### src/rtl/beam_pkg.sv
package beam_pkg;
  localparam int H_SHORT_LAST_DEF = 226;  // 0xE2, last count of a short line
  localparam int NTSC_LINES_DEF   = 262;
  localparam int PAL_LINES_DEF    = 312;
  localparam int VBEND_LINE_DEF   = 20;
  localparam int CMP_W            = 8;

  typedef enum logic { STD_NTSC = 1'b0, STD_PAL = 1'b1 } video_std_e;
endpackage

### src/rtl/beam_hcnt.sv
module beam_hcnt #(
  parameter int H_SHORT_LAST = 226,
  parameter int HW           = 8
) (
  input  logic          clk,
  input  logic          rst_n,
  input  logic          pal_sel,
  output logic [HW-1:0] hpos,
  output logic          long_line,
  output logic          line_end
);
  import beam_pkg::*;

  localparam logic [HW-1:0] LAST_S = HW'(H_SHORT_LAST);
  localparam logic [HW-1:0] LAST_L = HW'(H_SHORT_LAST + 1);

  video_std_e std;
  assign std      = video_std_e'(pal_sel);
  assign line_end = (hpos == (long_line ? LAST_L : LAST_S));

  always_ff @(posedge clk or negedge rst_n) begin
    if (!rst_n) begin
      hpos      <= '0;
      long_line <= 1'b0;
    end else if (line_end) begin
      hpos      <= '0;
      // PAL lines are uniform; NTSC lines alternate long and short
      long_line <= (std == STD_PAL) ? 1'b0 : ~long_line;
    end else begin
      hpos <= hpos + 1'b1;
    end
  end
endmodule

### src/rtl/beam_vcnt.sv
module beam_vcnt #(
  parameter int NTSC_LINES = 262,
  parameter int PAL_LINES  = 312,
  parameter int VBEND_LINE = 20,
  parameter int VW         = 9
) (
  input  logic          clk,
  input  logic          rst_n,
  input  logic          line_end,
  input  logic          pal_sel,
  input  logic          ilace_en,
  output logic [VW-1:0] vpos,
  output logic          long_field,
  output logic          vb_start,
  output logic          vb_end
);
  localparam logic [VW-1:0] LAST_NTSC = VW'(NTSC_LINES - 1);
  localparam logic [VW-1:0] LAST_PAL  = VW'(PAL_LINES - 1);
  localparam logic [VW-1:0] PRE_VBEND = VW'(VBEND_LINE - 1);

  logic [VW-1:0] field_last;
  logic          wrap;

  // a long field carries one extra line
  assign field_last = (pal_sel ? LAST_PAL : LAST_NTSC) + VW'(long_field);
  assign wrap       = line_end && (vpos == field_last);

  always_ff @(posedge clk or negedge rst_n) begin
    if (!rst_n) begin
      vpos       <= '0;
      long_field <= 1'b0;
      vb_start   <= 1'b0;
      vb_end     <= 1'b0;
    end else begin
      vb_start <= wrap;
      vb_end   <= line_end && !wrap && (vpos == PRE_VBEND);
      if (wrap) begin
        vpos       <= '0;
        long_field <= ilace_en ? ~long_field : 1'b0;
      end else if (line_end) begin
        vpos <= vpos + 1'b1;
      end
    end
  end
endmodule

### src/rtl/beam_pos_counter.sv
module beam_pos_counter
  import beam_pkg::*;
#(
  parameter int  H_SHORT_LAST = H_SHORT_LAST_DEF,
  parameter int  NTSC_LINES   = NTSC_LINES_DEF,
  parameter int  PAL_LINES    = PAL_LINES_DEF,
  parameter int  VBEND_LINE   = VBEND_LINE_DEF,
  localparam int HW           = $clog2(H_SHORT_LAST + 2),
  localparam int VW           = $clog2(PAL_LINES + 2)
) (
  input  logic             clk,
  input  logic             rst_n,
  input  logic             pal_sel,
  input  logic             ilace_en,
  output logic [HW-1:0]    hpos,
  output logic [VW-1:0]    vpos,
  output logic [CMP_W-1:0] vcmp,
  output logic             long_line,
  output logic             long_field,
  output logic             vb_start,
  output logic             vb_end
);
  logic line_end;

  beam_hcnt #(.H_SHORT_LAST(H_SHORT_LAST), .HW(HW)) u_h (
    .clk(clk), .rst_n(rst_n), .pal_sel(pal_sel),
    .hpos(hpos), .long_line(long_line), .line_end(line_end)
  );

  beam_vcnt #(.NTSC_LINES(NTSC_LINES), .PAL_LINES(PAL_LINES),
              .VBEND_LINE(VBEND_LINE), .VW(VW)) u_v (
    .clk(clk), .rst_n(rst_n), .line_end(line_end), .pal_sel(pal_sel),
    .ilace_en(ilace_en), .vpos(vpos), .long_field(long_field),
    .vb_start(vb_start), .vb_end(vb_end)
  );

  generate
    if (VW >= CMP_W) begin : g_cmp_trunc
      assign vcmp = vpos[CMP_W-1:0];
    end else begin : g_cmp_pad
      assign vcmp = {{(CMP_W - VW){1'b0}}, vpos};
    end
  endgenerate
endmodule

### config.mk
export PLATFORM = sky130hd
export DESIGN_NAME = beam_pos_counter
export DESIGN_NICKNAME = d
export VERILOG_FILES = /design/src/rtl/beam_pkg.sv /design/src/rtl/beam_hcnt.sv /design/src/rtl/beam_vcnt.sv /design/src/rtl/beam_pos_counter.sv
export SDC_FILE = /design/constraint.sdc
export NUM_CORES = 1
export LEC_CHECK = 0
export ABC_AREA = 1
export ABC_CLOCK_PERIOD_IN_PS = 1450
export BUFFER_PORTS_ARGS = -buffer_cell sky130_fd_sc_hd__buf_4
export CAP_MARGIN = 0
export CORE_MARGIN = 3
export CORE_UTILIZATION = 47
export DETAILED_ROUTE_END_ITERATION = 8
export PLACE_DENSITY = 0.77
export REMOVE_ABC_BUFFERS = 1
export SETUP_SLACK_MARGIN = 0.4
export SLEW_MARGIN = 10
export SYNTH_ARGS = -nofsm -noshare
export SYNTH_HDL_FRONTEND = slang
export SYNTH_SLANG_ARGS = --single-unit
### constraint.sdc
create_clock -name clk -period 1.45 [get_ports clk]
set_clock_uncertainty 0.1 [all_clocks]
set_input_delay 0.29 -clock clk [delete_from_list [all_inputs] [get_ports clk]]
set_output_delay 0.29 -clock clk [all_outputs]
set_load 0.02 [all_outputs]
==> metrics.cfg <==
[detailed_routing]
wl_per_cell_um=15.92
drc=0
dr.pass1.iters=4
vias=1412
drtIter0Drc=74
viasPerCell=5.230
drt-total-wl_um=4299
ant_nets=0

[global_routing]
grt_remaining_overflow=0
grt_max_degree=22
grt_pass1_wl_um=6768
antenna_found_initial=0
grt_pass1_vias=1515
track_usage=0.2593

[yosys]
synth_fa_ha_area_frac=0.02876
synth_top_family_by_area=simple AND/OR/NAND/NOR gates
seq_area_frac_synth=0.4027
syn_avg_cell_area_sq_um=7.722
yosysUniqueCellTypes=27
synth.area.mux_share=0
synth_common_cells=nand2_1 (47), dfrtp_1 (21), nor2_1 (17)
synthTopCellsByArea=dfrtp_1 (40%), nand2_1 (14%), nor2_1 (4.9%)
yosysTopAreaCellShare=0.4027
synth_top_cell_by_area=dfrtp_1
yosysWarnings=0
synth_compound_area_frac=0.01630
synth-seq-cells=21
synth.most_common_cell=nand2_1
synthXorXnorAreaFrac=0.04698
synthSimpleGateAreaFrac=0.3643
synthCells=169
synthArstFlopShare=1.000
synth-edff-count=0
syn-cell-area_sq_mm=0.001305
ys.flop_type=dfrtp_1

[timing]
fmax_mhz=640.0
hold_ws_ps=215.4
rsz0062_at_grt=yes
finalHoldViolCount=0
fin_ws_ps=-112.4
worst_pin_slew_ps=279.6
drv_slew=0
tns_ps=-727.7
finalSetupViolations=11
max_slew_margin=0.8136
fin_crit_ps=1562
min_period_over_period=1.078

[clock_network]
clkTransAtPathRegs_ps=120
clock-sinks=21
cts_tree=yes
cts-buffers-inserted=3
htreeDepth=1
clockRootBuffer=clkbuf_4
clk_latency_ps=300
ctsLongestPathBuffers=2

[die]
die_y_um=58.70
num_rows=18
die_area_sq_mm=0.003445
start_util=0.5083
io_pins=33
core-area_sq_mm=0.002567
die_w_um=58.70

[setup_path]
crit_path_top_delay_cell=dfrtp_1
cp_common_cell=nand2_1
slowest_delay_ps=440
crit_path_start_kind=flop
arrival_ps=1670
crit_path_max_fanout=7
crit_path_cell_trace=ha_4, nand2_1, nand3_1, nor2_4, nand2_4, nand3b_1, nand2_1
cp.required_ps=1560
crit_buf_inv=0
end_kind=flop
path_class=flop to flop
crit_family=simple AND/OR/NAND/NOR gates

[cells_and_area]
final_area_sq_mm=0.002220
diodes=0
area_delta_synth_final_pct=70.09
drive_above_1_share=0.5708
fin_util=0.8645
layout.nets=248

[hold_path]
min_path_type=input port to flop

[place]
place.gp.congestion=0.8397
place_area_sq_mm=0.001598
io_buffers=32
pre_cts_slack_ps=-150.4
dp_hpwl_um=2309

[status]
status=complete, but fails checks
violations=negative setup slack

[pwr]
leakagePower_uw=0.001186
powerDensity_mw_per_mm2=412.7
peakVddDrop_mv=0.4482

[run]
drv_cap=0

cell type report:
cell class              count  area, sq um
inverters                  25        101.3
flip-flops and latches     21        533.0
repair buffers             77        762.0
multi-input cells         112        748.2
fillers                   144        347.8
well taps                  30        37.54
clock buffers               4        26.28
repair inverters            1        11.26
layout by cell type, fill, tap and decap left out, types with 2 or more instances in the layout:
cell type and count:
nand3_2 6, nand4_1 3, o21ai_1 2, dfrtp_1 15, inv_8 2, clkinv_1 2
dfrtp_2 6, nand3_1 8, nand2_1 35, clkbuf_4 3, inv_2 8, nor2_2 5
nand3b_1 2, buf_6 45, nor2_4 3, nor2_1 12, nand2_4 4, ha_4 2
xor2_1 4, inv_1 14, nand2_2 13, nor3_1 2, buf_4 30
metrics by stage:
| step | power, uW | std cells |
|---|---|---|
| 2_1_floorplan | 603.9 | 158 |
| 3_3_place_gp | 625.9 | 232 |
| 3_5_place_dp | 626.6 | 232 |
| 4_1_cts | 913.7 | 261 |
| 5_1_grt | 950.2 | 270 |
| 6_report | 916.0 | 270 |
cell families after synthesis:
kind of cell	count (synthesis)
AO/OA/AOI/OAI	4
XOR/XNOR	7
adder cells (fa/ha/maj)	3
buffers and inverters	36
flip-flops	21
AND/OR/NAND/NOR	98
state kept, by name, indices dropped and copies added (netlist names):
name / count
u_v.vpos: 9
u_h.hpos: 8
u_h.long_line: 1
u_v.long_field: 1
u_v.vb_end: 1
u_v.vb_start: 1
worst register-to-register path: cells and delay by family (launching register included):
| kind | cells | cell delay, ps |
|---|---|---|
| simple gates | 6 | 750 |
| flops | 1 | 440 |
| fa+ha+maj | 1 | 180 |
worst paths after layout:
| check | from | endpoint | slack, ps | depth (start not counted) |
|---|---|---|---|---|
| worst min register to register | u_v.vpos[4] | u_v.vpos[4] | 520 | 2 |
| min in group asynchronous | rst_n | u_h.hpos[3] | 310 | 2 |
| worst max-delay path | u_v.long_field | u_v.vpos[4] | -110 | 7 |
| worst min-delay path | ilace_en | u_v.long_field | 220 | 5 |
| max in group asynchronous | rst_n | u_v.vpos[2] | 700 | 2 |
| worst max register to register | u_v.long_field | u_v.vpos[4] | -110 | 7 |
report_power, final:
group | switching [uW] | total, uW | leakage, uW | internal [uW]
sequential | 0 | 585 | 0.000234 | 585
combinational | 23.7 | 37.8 | 0.000937 | 14.1
clock | 186 | 293 | 0.0000150 | 107
total | 209 | 916 | 0.00119 | 707
layer usage:
layer	global-route usage	vias to the layer above	wire [um]
li1	-	656	-
met1	0.2875	672	1564
met2	0.4848	70	2342
met3	0.04825	14	277
met4	0.1003	0	114
met5	0	-	0
repair_timing:
item | in CTS | in global routing
endpoints found under the hold margin | 21 | 0
endpoints found under the setup margin | 49 | 50
gates cloned | 1 | 0
resized for setup | 74 | 20
pin swaps | 14 | 18
hold buffers | 1 | 0
setup buffers | 23 | 9
(Power assumes the default switching activity.)
